<file path="config.mk">
export PLATFORM = sky130hd
export DESIGN_NAME = keyed_watchdog
export DESIGN_NICKNAME = d
export VERILOG_FILES = /design/src/rtl/kwd_pkg.sv /design/src/rtl/kwd_keyregs.sv /design/src/rtl/kwd_prescaler.sv /design/src/rtl/kwd_downcount.sv /design/src/rtl/keyed_watchdog.sv
export SDC_FILE = /design/constraint.sdc
export NUM_CORES = 1
export LEC_CHECK = 0
export ABC_CLOCK_PERIOD_IN_PS = 2200
export CAP_MARGIN = 20
export CORE_MARGIN = 8
export CORE_UTILIZATION = 45
export CTS_CLUSTER_DIAMETER = 60
export DETAILED_ROUTE_END_ITERATION = 6
export PLACE_DENSITY = 0.67
export SLEW_MARGIN = 20
export SYNTH_ARGS = -nofsm -noshare
export SYNTH_HDL_FRONTEND = slang
export SYNTH_SLANG_ARGS = --single-unit
</file>
<file path="constraint.sdc">
create_clock -name clk -period 2.2 [get_ports clk]
set_input_delay 0.55 -clock clk [delete_from_list [all_inputs] [get_ports clk]]
set_output_delay 0.55 -clock clk [all_outputs]
set_load 0.02 [all_outputs]
</file>
<file path="src/rtl/kwd_pkg.sv">
package kwd_pkg;

   typedef enum logic [1:0] {
      REG_CMD  = 2'd0,
      REG_PSEL = 2'd1,
      REG_RLD  = 2'd2,
      REG_NONE = 2'd3
   } reg_sel_e;

   typedef struct packed {
      logic start;
      logic feed;
      logic open;
   } key_cmd_t;

endpackage

</file>
<file path="src/rtl/kwd_keyregs.sv">
module kwd_keyregs
   import kwd_pkg::*;
#(
   parameter int                DATA_W  = 8,
   parameter int                SEL_W   = 3,
   parameter int                CNT_W   = 8,
   parameter logic [DATA_W-1:0] K_START = 'hCC,
   parameter logic [DATA_W-1:0] K_FEED  = 'hAA,
   parameter logic [DATA_W-1:0] K_OPEN  = 'h55
) (
   input  logic              clk,
   input  logic              rst_n,
   input  logic              wr_en,
   input  logic [1:0]        wr_addr,
   input  logic [DATA_W-1:0] wr_data,
   input  logic              wipe,
   output key_cmd_t          cmd,
   output logic              open_q,
   output logic [SEL_W-1:0]  sel_q,
   output logic [CNT_W-1:0]  reload_q
);

   if (SEL_W > DATA_W || CNT_W > DATA_W) begin : g_width_check
      $error("kwd_keyregs: register field wider than bus data");
   end

   logic cmd_hit, psel_hit, rld_hit, other_key;

   always_comb begin
      cmd_hit   = wr_en && (wr_addr == REG_CMD);
      psel_hit  = wr_en && (wr_addr == REG_PSEL) && open_q;
      rld_hit   = wr_en && (wr_addr == REG_RLD) && open_q;
      cmd.start = cmd_hit && (wr_data == K_START);
      cmd.feed  = cmd_hit && (wr_data == K_FEED);
      cmd.open  = cmd_hit && (wr_data == K_OPEN);
      other_key = cmd_hit && !cmd.start && !cmd.feed && !cmd.open;
   end

   always_ff @(posedge clk) begin
      if (!rst_n || wipe) begin
         open_q   <= 1'b0;
         sel_q    <= '0;
         reload_q <= '1;
      end else begin
         if (cmd.open) begin
            open_q <= 1'b1;
         end else if (cmd.feed) begin
            open_q <= 1'b0;
         end
         if (psel_hit) begin
            sel_q <= wr_data[SEL_W-1:0];
         end
         if (rld_hit) begin
            reload_q <= wr_data[CNT_W-1:0];
         end
      end
   end

   AST_LOCKED_CFG_FROZEN: assert property (@(posedge clk) disable iff (!rst_n)
      (!open_q && !wipe) |=> ($stable(sel_q) && $stable(reload_q)));
   AST_FEED_RELOCKS: assert property (@(posedge clk) disable iff (!rst_n)
      (wr_en && wr_addr == REG_CMD && wr_data == K_FEED) |=> !open_q);
   AST_STRAY_KEY_INERT: assert property (@(posedge clk) disable iff (!rst_n)
      (other_key && !wipe) |=> $stable(open_q));

endmodule

</file>
<file path="src/rtl/kwd_prescaler.sv">
module kwd_prescaler #(
   parameter int SEL_W      = 3,
   parameter int PRE_W      = 8,
   parameter bit HALF_STAGE = 1'b1
) (
   input  logic             clk,
   input  logic             rst_n,
   input  logic             run,
   input  logic             restart,
   input  logic             wipe,
   input  logic [SEL_W-1:0] sel,
   output logic             tick
);

   localparam int SHIFT_MAX = PRE_W - 2;

   if (PRE_W < 3) begin : g_pre_check
      $error("kwd_prescaler: PRE_W must be at least 3");
   end

   function automatic logic [PRE_W-1:0] lim_of(input logic [SEL_W-1:0] s);
      int sh;
      sh = (int'(s) > SHIFT_MAX) ? SHIFT_MAX : int'(s);
      return PRE_W'((4 << sh) - 1);
   endfunction

   logic base_tick;

   if (HALF_STAGE) begin : g_half
      logic half_q;
      always_ff @(posedge clk) begin
         if (!rst_n || restart || wipe || !run) begin
            half_q <= 1'b0;
         end else begin
            half_q <= ~half_q;
         end
      end
      assign base_tick = run && half_q;
   end else begin : g_direct
      assign base_tick = run;
   end

   logic [PRE_W-1:0] pre_q;
   logic [PRE_W-1:0] lim_q;

   assign tick = base_tick && (pre_q == lim_q);

   always_ff @(posedge clk) begin
      if (!rst_n || wipe) begin
         pre_q <= '0;
         lim_q <= lim_of('0);
      end else if (restart) begin
         pre_q <= '0;
         lim_q <= lim_of(sel);
      end else if (!run) begin
         pre_q <= '0;
      end else if (base_tick) begin
         if (pre_q == lim_q) begin
            pre_q <= '0;
            lim_q <= lim_of(sel);
         end else begin
            pre_q <= pre_q + 1'b1;
         end
      end
   end

   AST_TICK_NEEDS_RUN: assert property (@(posedge clk) disable iff (!rst_n)
      tick |-> run);
   AST_LIMIT_AT_WRAP: assert property (@(posedge clk) disable iff (!rst_n)
      (!restart && !wipe && !tick) |=> $stable(lim_q));

endmodule

</file>
<file path="src/rtl/kwd_downcount.sv">
module kwd_downcount #(
   parameter int CNT_W = 8
) (
   input  logic             clk,
   input  logic             rst_n,
   input  logic             strap,
   input  logic             start_req,
   input  logic             feed_req,
   input  logic             tick,
   input  logic [CNT_W-1:0] reload,
   output logic             running_q,
   output logic             pulse_q,
   output logic             expire,
   output logic             restart
);

   localparam logic [CNT_W-1:0] CNT_ONE = CNT_W'(1);

   logic [CNT_W-1:0] cnt_q;
   logic             feed_hit, start_hit;

   always_comb begin
      feed_hit  = feed_req && running_q;
      start_hit = start_req && !running_q;
      expire    = running_q && ((tick && cnt_q == CNT_ONE) || cnt_q == '0);
      restart   = feed_hit || start_hit;
   end

   always_ff @(posedge clk) begin
      if (!rst_n) begin
         running_q <= strap;
         cnt_q     <= '1;
         pulse_q   <= 1'b0;
      end else begin
         pulse_q <= expire;
         if (start_hit) begin
            running_q <= 1'b1;
         end
         if (expire) begin
            cnt_q <= '1;
         end else if (feed_hit) begin
            cnt_q <= reload;
         end else if (start_hit) begin
            cnt_q <= '1;
         end else if (tick) begin
            cnt_q <= cnt_q - 1'b1;
         end
      end
   end

   AST_PULSE_SINGLE: assert property (@(posedge clk) disable iff (!rst_n)
      pulse_q |=> !pulse_q);
   AST_RUN_STICKY: assert property (@(posedge clk) disable iff (!rst_n)
      running_q |=> running_q);
   AST_FULL_AFTER_PULSE: assert property (@(posedge clk) disable iff (!rst_n)
      pulse_q |-> (cnt_q == '1));
   AST_IDLE_SILENT: assert property (@(posedge clk) disable iff (!rst_n)
      !running_q |-> !pulse_q);
   AST_COUNT_HOLDS: assert property (@(posedge clk) disable iff (!rst_n)
      (running_q && !tick && !feed_req && !expire) |=> $stable(cnt_q));

endmodule

</file>
<file path="src/rtl/keyed_watchdog.sv">
module keyed_watchdog
   import kwd_pkg::*;
#(
   parameter int DATA_W     = 8,
   parameter int SEL_W      = 3,
   parameter int PRE_W      = 8,
   parameter int CNT_W      = 8,
   parameter bit HALF_STAGE = 1'b1
) (
   input  logic              clk,
   input  logic              rst_n,
   input  logic              hw_start_strap,
   input  logic              bus_wr,
   input  logic [1:0]        bus_addr,
   input  logic [DATA_W-1:0] bus_wdata,
   output logic              wdg_reset_pulse
);

   if (CNT_W < 2) begin : g_cnt_check
      $error("keyed_watchdog: CNT_W must be at least 2");
   end

   key_cmd_t         cmd;
   logic             open_q;
   logic [SEL_W-1:0] sel_q;
   logic [CNT_W-1:0] reload_q;
   logic             running, expire, restart, tick;

   kwd_keyregs #(
      .DATA_W (DATA_W),
      .SEL_W  (SEL_W),
      .CNT_W  (CNT_W)
   ) u_regs (
      .clk      (clk),
      .rst_n    (rst_n),
      .wr_en    (bus_wr),
      .wr_addr  (bus_addr),
      .wr_data  (bus_wdata),
      .wipe     (expire),
      .cmd      (cmd),
      .open_q   (open_q),
      .sel_q    (sel_q),
      .reload_q (reload_q)
   );

   kwd_prescaler #(
      .SEL_W      (SEL_W),
      .PRE_W      (PRE_W),
      .HALF_STAGE (HALF_STAGE)
   ) u_div (
      .clk     (clk),
      .rst_n   (rst_n),
      .run     (running),
      .restart (restart),
      .wipe    (expire),
      .sel     (sel_q),
      .tick    (tick)
   );

   kwd_downcount #(
      .CNT_W (CNT_W)
   ) u_cnt (
      .clk       (clk),
      .rst_n     (rst_n),
      .strap     (hw_start_strap),
      .start_req (cmd.start),
      .feed_req  (cmd.feed),
      .tick      (tick),
      .reload    (reload_q),
      .running_q (running),
      .pulse_q   (wdg_reset_pulse),
      .expire    (expire),
      .restart   (restart)
   );

   AST_PULSE_LOCKS_CFG: assert property (@(posedge clk) disable iff (!rst_n)
      wdg_reset_pulse |-> (!open_q && sel_q == '0));

endmodule

</file>
### Word-level counts from Yosys, hierarchy flattened

Cells that the tools add are included.

* output and inout bits: 1
* flip-flop bits (word level): 39

* reductions and logical operators: 32
* $add $sub $neg: 3
* magnitude comparators: 1
* muxes and demuxes: 13
* bitwise operators: 3
* equality and inequality tests: 8
* shift-type cells: 1

Operator list (count)
* 8-bit 2-to-1 mux: 8
* 3-bit by 32-bit << shifter with 8-bit output (first input constant): 1
* 8-bit equality test (second input constant): 2
* 1-bit logical AND: 14
* 8-bit by 1-bit adder with 8-bit output (second input constant): 1
* 8-bit by 1-bit equality test with 1-bit output (second input constant): 1
* 8-bit by 7-bit equality test with 1-bit output (second input constant): 1
* 8-bit equality test: 1
* 8-bit logical NOT: 1
* 2-bit nonzero test: 4
* 8-bit by 1-bit subtractor with 8-bit output (second input constant): 1
* 8-bit by 2-bit subtractor with 8-bit output (second input constant): 1
* 1-bit logical OR: 6
* 1-bit 2-to-1 mux: 4
* 3-bit greater-than comparator (second input constant): 1
* 3-bit 2-to-1 mux: 1
* 1-bit inverter: 3
* 3-bit AND reduction: 1
* 3-bit nonzero test: 1
* 3-bit OR reduction: 1
* 2-bit by 1-bit equality test with 1-bit output (second input constant): 1
* 2-bit equality test (second input constant): 1
* 1-bit logical NOT: 2
* 2-bit logical NOT: 1
* other kinds (2): 2

### Depth between registers and ports, before layout

Gate-level depths: netlist of run 1.

* depth after elaboration: 8
* mapped depth: 7
* mapped depth without buffers: 7

### Cells and area by module

A second synthesis of run 1 with hierarchy kept.

* cells, all modules: 214
* area, all modules: 1910.6 µm²

Modules (own cells, without submodules)
* kwd_prescaler: cells each 79, area each 711.9 µm², sequential area each 300.3 µm², times used 1
* kwd_downcount: cells each 74, area each 663.1 µm², sequential area each 210.2 µm², times used 1
* kwd_keyregs: cells each 61, area each 535.5 µm², sequential area each 240.2 µm², times used 1

### Least setup slack after synthesis of run 1

OpenSTA, ideal clock, no wires.

* kind: input port to flip-flop
* from: input bus_wdata[2]
* to: register u_cnt.cnt_q[2]
* setup slack: 0.099 ns
* stages on the path: 7
* arrival time: 1.978 ns
* cell sequence: nor4bb_1 nand2_1 a21oi_1 a21oi_1 clkbuf_1 o21ai_0 nand3_1

* cells in the longest elaborated chain, start to end: 5
* elaborated cells on any way between the ends: 9
* classes of those cells: eq/ne: 2; mux: 2; reduce/logical: 5

Ends and longest elaborated chain
* start, declared: line keyed_watchdog.sv:15 `input logic [DATA_W-1:0] bus_wdata,`
* 8-bit equality test: line kwd_keyregs.sv:33 `cmd.start = cmd_hit && (wr_data == K_START);`
* 1-bit logical AND: line kwd_keyregs.sv:33
* 1-bit logical AND: line kwd_downcount.sv:24 `start_hit = start_req && !running_q;`
* 8-bit 2-to-1 mux: line kwd_downcount.sv:43 `end else if (start_hit) begin`
* 8-bit 2-to-1 mux: line kwd_downcount.sv:41 `end else if (feed_hit) begin`
* end signal, assigned: line kwd_downcount.sv:42 `cnt_q <= reload;`
* end signal, assigned: line kwd_downcount.sv:46 `cnt_q <= cnt_q - 1'b1;`
* end, declared: line kwd_downcount.sv:19 `logic [CNT_W-1:0] cnt_q;`

Several ways; a longest one is shown, not always the timed one.
A chain may end at the register's enable or synchronous reset.

### Worst setup path after layout of run 1

* from: register u_div.pre_q[5]
* to: register u_cnt.cnt_q[1]

* cells in the longest elaborated chain, start to end: 6
* elaborated cells on any way between the ends: 7
* classes of those cells: eq/ne: 1; reduce/logical: 6

Ends and longest elaborated chain
* start, declared: line kwd_prescaler.sv:43 `logic [PRE_W-1:0] pre_q;`
* start signal, assigned: line kwd_prescaler.sv:62 `pre_q <= pre_q + 1'b1;`
* 8-bit equality test *: line kwd_prescaler.sv:46 `assign tick = base_tick && (pre_q == lim_q);`
* 1-bit logical AND *: line kwd_prescaler.sv:46
* 1-bit logical AND: line kwd_downcount.sv:25 `expire = running_q && ((tick && cnt_q == CNT_ONE) || cnt_q == '0);`
* 1-bit logical OR: line kwd_downcount.sv:25
* 1-bit logical AND: line kwd_downcount.sv:25
* 2-bit OR reduction (no line)

Every way passes the cells marked *; elsewhere a longest branch is shown, timed or not.

==> out/metrics.cfg, run 1 <==
[status]
status = complete, no violations

[worst_setup_path]
crit_chain = inv_1, a221o_1, or4_4, o311a_4, o211ai_1
required_ns = 2.41
cp-end-kind = register
max_stage_delay_ns = 0.61
critical_path_class = reg -> reg
start_kind = register
rrSetupSlack_ns = 0.13
r2r_start = u_div.pre_q[5]$_SDFFE_PP0N_
cp.arrival_ns = 2.28
timing.rr.end = u_cnt.cnt_q[1]$_SDFFE_PP1P_
crit_path_max_fanout = 15
reg2regPathDepth = 5
path_buf_inv = 1
crit_family = compound AO/OA/AOI/OAI gates
cpMaxStageDelayCell = or4_4

[timing]
rsz0062_at_grt = false
hold_viol = 0
min_period_ns = 2.07
skew_ns = 0.00432
tightestPinTransition_ns = 0.382
slew-limit-headroom_pct = 74.3
max_freq_mhz = 483
finalSetupViolCount = 0
min_period_over_period_pct = 94.2
hold_ws_ns = 0.447
report.final.slew_viol_count = 0

[placement]
numPortBuffers = 14
postPlaceCellArea_sq_um = 2170
dpl.hpwl_um = 3190
gp_congestion = 0.844

[drt]
vias = 1666
drc_errors = 0
antenna_left = 0
wl_um = 4230
wl_met2_um = 1990
m1WireLength_um = 2010
wl_met3_um = 155
routed.top_layer = met4
first_iter_violations = 88
avgViaCountPerCell = 5.36
drtPass1Iterations = 4
wl_per_cell_um = 13.6

[hold_path]
hp-start = u_div.g_half.half_q$_SDFF_PP0_
hold_depth = 1
min_path_type = reg -> reg
holdPathEnd = u_div.g_half.half_q$_SDFF_PP0_

[finish]
finish.utilization_pct = 58.6
drive_gt1_share_pct = 15.7
postLayoutCellArea_sq_um = 2310
layout_commonest_cell = nand2_1
layout_common_cells = 38 x nand2_1, 36 x dfxtp_1, 24 x buf_4, 23 x nor2_1, 20 x nand3_1
fill_cells = 359
syn_to_final_growth_pct = 26.5
num_antenna_cells = 0
final_nets = 278

[floorplanning]
die_x_um = 79.7
die_h_um = 79.7
rows = 23
dieArea_sq_um = 6350
fp.coreArea_sq_um = 3940
io_pins = 15
initial_utilization_pct = 46.3

[global_route]
grt_pass1_wl_um = 7180
grt_pass1_vias = 1601
grt_max_degree = 16
antenna_found_initial = 0
track_usage_pct = 14.2
grt_remaining_overflow = 0

[synth]
synth_edf_count = 1
syn_inst = 221
yosys_most_used_dff = dfxtp_1
syn_area_per_cell_sq_um = 8.25
synth-async-reset-ratio_pct = 0
ys_seq_elements = 37
yosysWarnings = 0
yosysUniqueCellTypes = 41
syn-num-nets = 239
synth-seq-area-share_pct = 41.2
synth_area_sq_um = 1820

[power_and_ir_drop]
swShare_pct = 21.7
finalPower_w = 0.00125
net-switching-power_w = 0.000271
comb_power_share_pct = 6.9
power_density_nw_per_um2 = 542
max-vdd-ir-drop_mv = 0.300
p_clk_share_pct = 38.8
intPower_w = 0.000980
p_leak_nw = 0.900
seq_power_share_pct = 54.3

[clocking]
htreeDepth = 2
numCtsBuffers = 5
clockBufferDepth = 2
cts_root_buffer = clkbuf_8
clkTransAtPathRegs_ns = 0.07
clk_latency_ns = 0.29
cts_tree = yes
cts.sinks = 37
postCtsSetupRepairBufs = 0

[flow_run]
maxCapViolCount = 0

==> state kept, by name (all words and copies together), names as in the netlist <==
register,count
u_cnt.running_q,1
u_cnt.pulse_q,1
u_regs.reload_q,8
u_div.g_half.half_q,1
u_regs.open_q,1
u_div.lim_q,6
u_regs.sel_q,3
u_div.pre_q,8
u_cnt.cnt_q,8
==> layout make-up <==
type                    count  area, sq um  area share, %
clock buffers               8         90.1           3.90
multi-input cells         173         1060           46.0
repair buffers             38          325           14.1
inverters                   5         18.8          0.813
flip-flops and latches     37          751           32.5
well taps                  50         62.6           2.71
==> repair_timing <==
item	CTS	global route
hold endpoints to repair	0	0
resized for setup	0	10
hold buffers	0	0
setup endpoints to repair	0	17
==> metrics by stage <==
stage,setup WS [ns],instances,setup TNS [ns]
final,0.129,311,0
after global placement,-0.219,303,-2.77
after detailed placement,-0.262,303,-3.51
after global routing,0.000327,311,0
after CTS,0.0507,311,0
after floorplan,0.0986,221,0
==> worst register-to-register path, delay by kind of cell (launching register included) <==
family | cells | cell delay, ns
AND/OR/NAND/NOR | 1 | 0.61
buffers and inverters | 1 | 0.09
AO/OA/AOI/OAI | 3 | 0.94
flip-flops | 1 | 0.36
==> how the worst max path moves through the flow <==
stage | startpoint | endpoint | depth (start not counted)
after global routing | u_div.pre_q[5]$_SDFFE_PP0N_ | u_div.lim_q[6]$_SDFFE_PP0P_ | 6
after CTS | bus_wdata[5] | u_cnt.cnt_q[5]$_SDFFE_PP1P_ | 6
after global placement | bus_wdata[1] | u_cnt.cnt_q[5]$_SDFFE_PP1P_ | 6
after detailed placement | bus_wdata[5] | u_cnt.cnt_q[2]$_SDFFE_PP1P_ | 9
after floorplan | bus_wdata[2] | u_cnt.cnt_q[2]$_SDFFE_PP1P_ | 7
final | u_div.pre_q[5]$_SDFFE_PP0N_ | u_cnt.cnt_q[1]$_SDFFE_PP1P_ | 5
==> cell families after synthesis <==
group | after synthesis | synth area share, %
compound gates | 37 | 13.9
xor+xnor | 11 | 5.28
fa+ha+maj | 4 | 2.74
buf+inv | 11 | 3.15
flops | 37 | 41.2
mux | 3 | 1.65
simple gates | 118 | 32.1
==> routing by layer <==
| metal | GRT usage [%] | up-vias |
|---|---|---|
| li1 | - | 869 |
| met1 | 16.9 | 761 |
| met2 | 22.9 | 30 |
| met3 | 4.05 | 6 |
| met4 | 6.67 | 0 |
| met5 | 0 | - |
==> cells in the mapped netlist (all sizes together) (3+ instances only) <==
| master | instances | share of area [%] |
|---|---|---|
| a211oi | 3 | 1.2 |
| a21oi | 11 | 3.0 |
| buf | 4 | 1.7 |
| dfxtp | 36 | 40 |
| ha | 4 | 2.7 |
| inv | 5 | 1.0 |
| mux2i | 3 | 1.6 |
| nand2 | 38 | 7.8 |
| nand2b | 3 | 1.0 |
| nand3 | 21 | 6.0 |
| nand4 | 3 | 1.0 |
| nor2 | 23 | 4.7 |
| nor3 | 9 | 2.5 |
| nor4 | 4 | 1.4 |
| nor4bb | 4 | 2.2 |
| o211ai | 6 | 2.5 |
| o21ai | 7 | 2.1 |
| o22ai | 3 | 1.0 |
| xnor2 | 6 | 2.9 |
| xor2 | 5 | 2.4 |
==> power groups by stage <==
stage          combinational, W  sequential (W)  clock (W)
6_report              0.0000858        0.000680   0.000486
5_1_grt               0.0000937        0.000680   0.000527
2_1_floorplan         0.0000284        0.000694          0
3_3_place_gp          0.0000805        0.000695          0
3_5_place_dp          0.0000809        0.000695          0
4_1_cts               0.0000812        0.000680   0.000499
Note: power is estimated with default switching activity, not from simulation.
==> inputs of run 2 (changes only) <==
--- a/config.mk
+++ b/config.mk
@@ -12,6 +12,7 @@
 export CTS_CLUSTER_DIAMETER = 60
 export DETAILED_ROUTE_END_ITERATION = 6
 export PLACE_DENSITY = 0.67
+export REMOVE_ABC_BUFFERS = 1
 export SLEW_MARGIN = 20
 export SYNTH_ARGS = -nofsm -noshare
 export SYNTH_HDL_FRONTEND = slang
==> out/metrics.cfg, run 2 (synthesis results as in run 1) <==
[worst_setup_path]
cp-end-kind = register
cpMaxStageDelayCell = clkdlybuf4s50_1
crit_top_cell = buf_4
start_kind = primary input
required_ns = 2.41
critical_path_class = in -> reg
path_buf_inv = 3
crit_path_max_fanout = 3
crit_chain = clkdlybuf4s50_1, nor4bb_2, nand2b_1, buf_4, a21o_1, buf_4, a21oi_2, nand2_1, o211ai_1
cp.arrival_ns = 2.33
max_stage_delay_ns = 0.51
crit_family = buffers and inverters

[drt]
wl_per_cell_um = 13.8
first_iter_violations = 87
vias = 1715
avgViaCountPerCell = 5.46
antenna_left = 0
drtPass1Iterations = 4
drc_errors = 0
wl_um = 4330

[global_route]
antenna_found_initial = 0
grt_pass1_vias = 1674
grt_remaining_overflow = 0
grt_pass1_wl_um = 7410
track_usage_pct = 14.4
grt_max_degree = 16

[floorplanning]
dieArea_sq_um = 6350
die_h_um = 79.7
die_x_um = 79.7
fp.coreArea_sq_um = 3940
io_pins = 15
initial_utilization_pct = 46.3
rows = 23

[power_and_ir_drop]
intPower_w = 0.000974
swShare_pct = 21.7
comb_power_share_pct = 7.1
finalPower_w = 0.00124
net-switching-power_w = 0.000270
p_clk_share_pct = 38.2
max-vdd-ir-drop_mv = 0.313
power_density_nw_per_um2 = 530
p_leak_nw = 0.905
seq_power_share_pct = 54.7

[hold_path]
min_path_type = reg -> reg

[finish]
layout_commonest_cell = nand2_1
regArea_sq_um = 751
reg_top3 = u_cnt.cnt_q (8), u_div.pre_q (8), u_regs.reload_q (8)
fill_cells = 354
finish.utilization_pct = 59.5
postLayoutCellArea_sq_um = 2350
num_antenna_cells = 0
final_nets = 282
layout_common_cells = 37 x nand2_1, 36 x dfxtp_1, 27 x buf_4, 23 x nor2_1, 20 x nand3_1
syn_to_final_growth_pct = 28.6
multi_input_area_sq_um = 1060
drive_gt1_share_pct = 17.8

[clocking]
clockBufferDepth = 2
clk_latency_ns = 0.28
htreeDepth = 2
cts_root_buffer = clkbuf_8
clkTransAtPathRegs_ns = 0.07
cts_tree = yes
cts.sinks = 37
numCtsBuffers = 5

[timing]
tightestPinTransition_ns = 0.397
hold_viol = 0
finalSetupViolCount = 0
rsz0062_at_grt = true
min_period_ns = 2.12
slew-limit-headroom_pct = 73.3
max_freq_mhz = 471
report.final.slew_viol_count = 0
skew_ns = 0.00573
min_period_over_period_pct = 96.5
hold_ws_ns = 0.443

[status]
status = complete, no violations

[placement]
dpl.hpwl_um = 3310
numPortBuffers = 14
postPlaceCellArea_sq_um = 2200
gp_congestion = 0.848

[flow_run]
maxCapViolCount = 0

==> run 2: cell count changes in the layout (fill, tap and decap cells not counted), sizes merged <==
cell           change
clkdlybuf4s50      +2
buf                +4
clkinvlp           +1
dlymetal6s2s       -2
clkbuf             -2
==> run 2: cell type report <==
| cell class | instances | area share (%) |
|---|---|---|
| Inverter | 5 | 0.800 |
| Sequential cell | 37 | 32.0 |
| Multi-Input combinational cell | 173 | 45.2 |
| Tap cell | 50 | 2.67 |
| Clock buffer | 6 | 3.52 |
| Clock inverter | 1 | 0.320 |
| Timing Repair Buffer | 42 | 15.5 |
==> run 2: worst register-to-register path, cell delays in order, from the launching register on <==
cell	delay (ns)
dfxtp_1	0.36
inv_1	0.09
a221o_1	0.34
or4_4	0.62
o311a_4	0.48
o211ai_1	0.12
==> run 2: path summary, 6_finish.rpt <==
check	from	endpoint	slack, ns	cells past startpoint
worst min register to register	u_div.g_half.half_q$_SDFF_PP0_	u_div.g_half.half_q$_SDFF_PP0_	0.44	1
worst max register to register	u_div.pre_q[5]$_SDFFE_PP0N_	u_cnt.cnt_q[4]$_SDFFE_PP1P_	0.14	5
worst max-delay path	bus_wdata[6]	u_cnt.cnt_q[1]$_SDFFE_PP1P_	0.08	9
worst min-delay path	u_div.g_half.half_q$_SDFF_PP0_	u_div.g_half.half_q$_SDFF_PP0_	0.44	1
==> run 2: power groups by stage <==
stage	registers (W)	clock network (W)	logic, W
final	0.000680	0.000475	0.0000886
after global routing	0.000680	0.000516	0.0000958
after CTS	0.000680	0.000486	0.0000827
after detailed placement	0.000695	0	0.0000823
after global placement	0.000695	0	0.0000819
after floorplan	0.000694	0	0.0000252
==> run 2: repair_timing <==
action	4_1_cts	5_1_grt
endpoints found under the hold margin	0	0
resized for setup	0	10
setup endpoints to repair	0	13
setup buffers	0	2
hold buffers	0	0
==> run 2: metrics by stage <==
stage	worst slack, ns	TNS [ns]	std cells
3_5_place_dp	-0.271	-4.10	305
3_3_place_gp	-0.203	-2.46	305
5_1_grt	-0.0341	-0.0737	314
2_1_floorplan	0.0547	0	215
6_report	0.0779	0	314
4_1_cts	0.00950	0	312
==> run 2: layer usage <==
metal / global-route usage (%) / up-vias / share of wire, %
met4: 5.74 / 0 / 2.2
met1: 17.2 / 785 / 45
li1: - / 874 / -
met5: 0 / - / 0
met3: 3.60 / 11 / 4.5
met2: 24.0 / 45 / 48
==> inputs of run 3 (changes only) <==
--- a/config.mk
+++ b/config.mk
@@ -8,12 +8,14 @@
 export ABC_CLOCK_PERIOD_IN_PS = 2200
 export CAP_MARGIN = 20
 export CORE_MARGIN = 8
-export CORE_UTILIZATION = 45
+export CORE_UTILIZATION = 51
 export CTS_CLUSTER_DIAMETER = 60
 export DETAILED_ROUTE_END_ITERATION = 6
-export PLACE_DENSITY = 0.67
+export GPL_ROUTABILITY_DRIVEN = 1
+export PLACE_DENSITY = 0.74
 export REMOVE_ABC_BUFFERS = 1
 export SLEW_MARGIN = 20
 export SYNTH_ARGS = -nofsm -noshare
 export SYNTH_HDL_FRONTEND = slang
 export SYNTH_SLANG_ARGS = --single-unit
+export TNS_END_PERCENT = 100
==> out/metrics.cfg, run 3 (synthesis results as in run 1) <==
[status]
status = complete, no violations

[worst_setup_path]
r2r_start = u_div.pre_q[3]$_SDFFE_PP0N_
timing.rr.end = u_cnt.cnt_q[1]$_SDFFE_PP1P_
required_ns = 2.48
critical_path_class = reg -> reg
rrSetupSlack_ns = 0.11
cpMaxStageDelayCell = or4_4
cp.arrival_ns = 2.37
max_stage_delay_ns = 0.61
crit_path_max_fanout = 15
cp-end-kind = register
start_kind = register
crit_family = compound AO/OA/AOI/OAI gates
reg2regPathDepth = 5
crit_end = u_cnt.cnt_q[1]$_SDFFE_PP1P_
crit_cells = 5
startpoint = u_div.pre_q[3]$_SDFFE_PP0N_
crit_chain = nor2b_1, a221o_1, or4_4, o311a_4, o211ai_1
path_buf_inv = 0

[clocking]
clkTransAtPathRegs_ns = 0.12
numCtsBuffers = 5
clk_latency_ns = 0.36
cts_root_buffer = clkbuf_4
clockBufferDepth = 2
htreeDepth = 2
cts.sinks = 37
cts_tree = yes
postCtsSetupRepairBufs = 0

[power_and_ir_drop]
power_density_nw_per_um2 = 497
p_leak_nw = 0.860
max-vdd-ir-drop_mv = 0.313
finalPower_w = 0.00111

[drt]
wl_per_cell_um = 13.4
avgViaCountPerCell = 5.47
antenna_left = 0
vias = 1684
drtPass1Iterations = 4
first_iter_violations = 102
drc_errors = 0
wl_um = 4120

[flow_run]
maxCapViolCount = 0

[finish]
layout_common_cells = 38 x nand2_1, 36 x dfxtp_1, 25 x buf_4, 23 x nor2_1, 20 x nand3_1
reg_top3 = u_cnt.cnt_q (8), u_div.pre_q (8), u_regs.reload_q (8)
final_nets = 279
num_antenna_cells = 0
fin_cells = 308
syn_to_final_growth_pct = 22.8
drive_gt1_share_pct = 15.3
layout_commonest_cell = nand2_1

[floorplanning]
io_pins = 15
fp.coreArea_sq_um = 3390
die_h_um = 75.8
die_x_um = 75.8
initial_utilization_pct = 53.8
rows = 21
dieArea_sq_um = 5750

[global_route]
grt_max_degree = 16
track_usage_pct = 16.9
grt_pass1_vias = 1656
grt_remaining_overflow = 0
antenna_found_initial = 0
grt_pass1_wl_um = 7450

[timing]
skew_ns = 0.0140
hold_viol = 0
min_period_over_period_pct = 95.1
min_period_ns = 2.09
tightestPinTransition_ns = 0.370
report.final.slew_viol_count = 0
slew-limit-headroom_pct = 75.1
finalSetupViolCount = 0
max_freq_mhz = 478
finalSetupTns_ns = 0
rsz0062_at_grt = true

[placement]
dpl.hpwl_um = 3150
numPortBuffers = 14
post-place-cells = 300
gp_congestion = 0.903

[hold_path]
min_path_type = reg -> reg
hold_depth = 1

[run 3: through the flow]
stage | util (%) | cell area (sq um) | setup WS (ns) | hold WS, ns
floorplan | - | 1790 | 0.0547 | 0.408
finish | 66.1 | 2240 | 0.108 | 0.446
global placement | 64.0 | 2170 | -0.252 | 0.417
detailed placement | 64.0 | 2170 | -0.288 | 0.421
CTS | 65.6 | 2220 | 0.0582 | 0.444
global route | 66.1 | 2240 | -0.00707 | 0.495
[run 3: report_power, final]
| group | switching, W | internal, W | total (W) |
|---|---|---|---|
| Combinational | 0.0000356 | 0.0000485 | 0.0000840 |
| Clock | 0.000227 | 0.000122 | 0.000349 |
| Sequential | 0.00000437 | 0.000676 | 0.000680 |
| Total | 0.000267 | 0.000846 | 0.00111 |
[run 3: worst min path at each step]
stage                                    start                               to  slack, ns
2_1_floorplan   u_div.g_half.half_q$_SDFF_PP0_   u_div.g_half.half_q$_SDFF_PP0_       0.41
3_3_place_gp    u_div.g_half.half_q$_SDFF_PP0_   u_div.g_half.half_q$_SDFF_PP0_       0.42
3_5_place_dp    u_div.g_half.half_q$_SDFF_PP0_   u_div.g_half.half_q$_SDFF_PP0_       0.42
4_1_cts         u_div.g_half.half_q$_SDFF_PP0_   u_div.g_half.half_q$_SDFF_PP0_       0.44
5_1_grt        u_regs.reload_q[7]$_SDFFE_PP1P_  u_regs.reload_q[7]$_SDFFE_PP1P_       0.50
6_report        u_div.g_half.half_q$_SDFF_PP0_   u_div.g_half.half_q$_SDFF_PP0_       0.45
[run 3: layout make-up]
cell class	count	area, sq um
clock buffer	6	41.3
clock inverter	2	10.0
fill	283	1150
inverter	5	18.8
multi-input combinational	173	1030
sequential	37	751
tap	46	57.6
timing repair buffer	39	328
[run 3: metal layers]
metal  track usage (%)  vias to the layer above  share of wire, %
li1                  -                      874                 -
met1              21.0                      778                49
met2              26.4                       25                46
met3              5.00                        7               3.4
met4              6.82                        0               1.6
met5                 0                        -                 0
[run 3: what timing repair did]
item / in CTS / in global routing
hold buffers: 0 / 0
gates resized for setup: 0 / 3
endpoints found under the hold margin: 0 / 0
setup endpoints to repair: 0 / 10
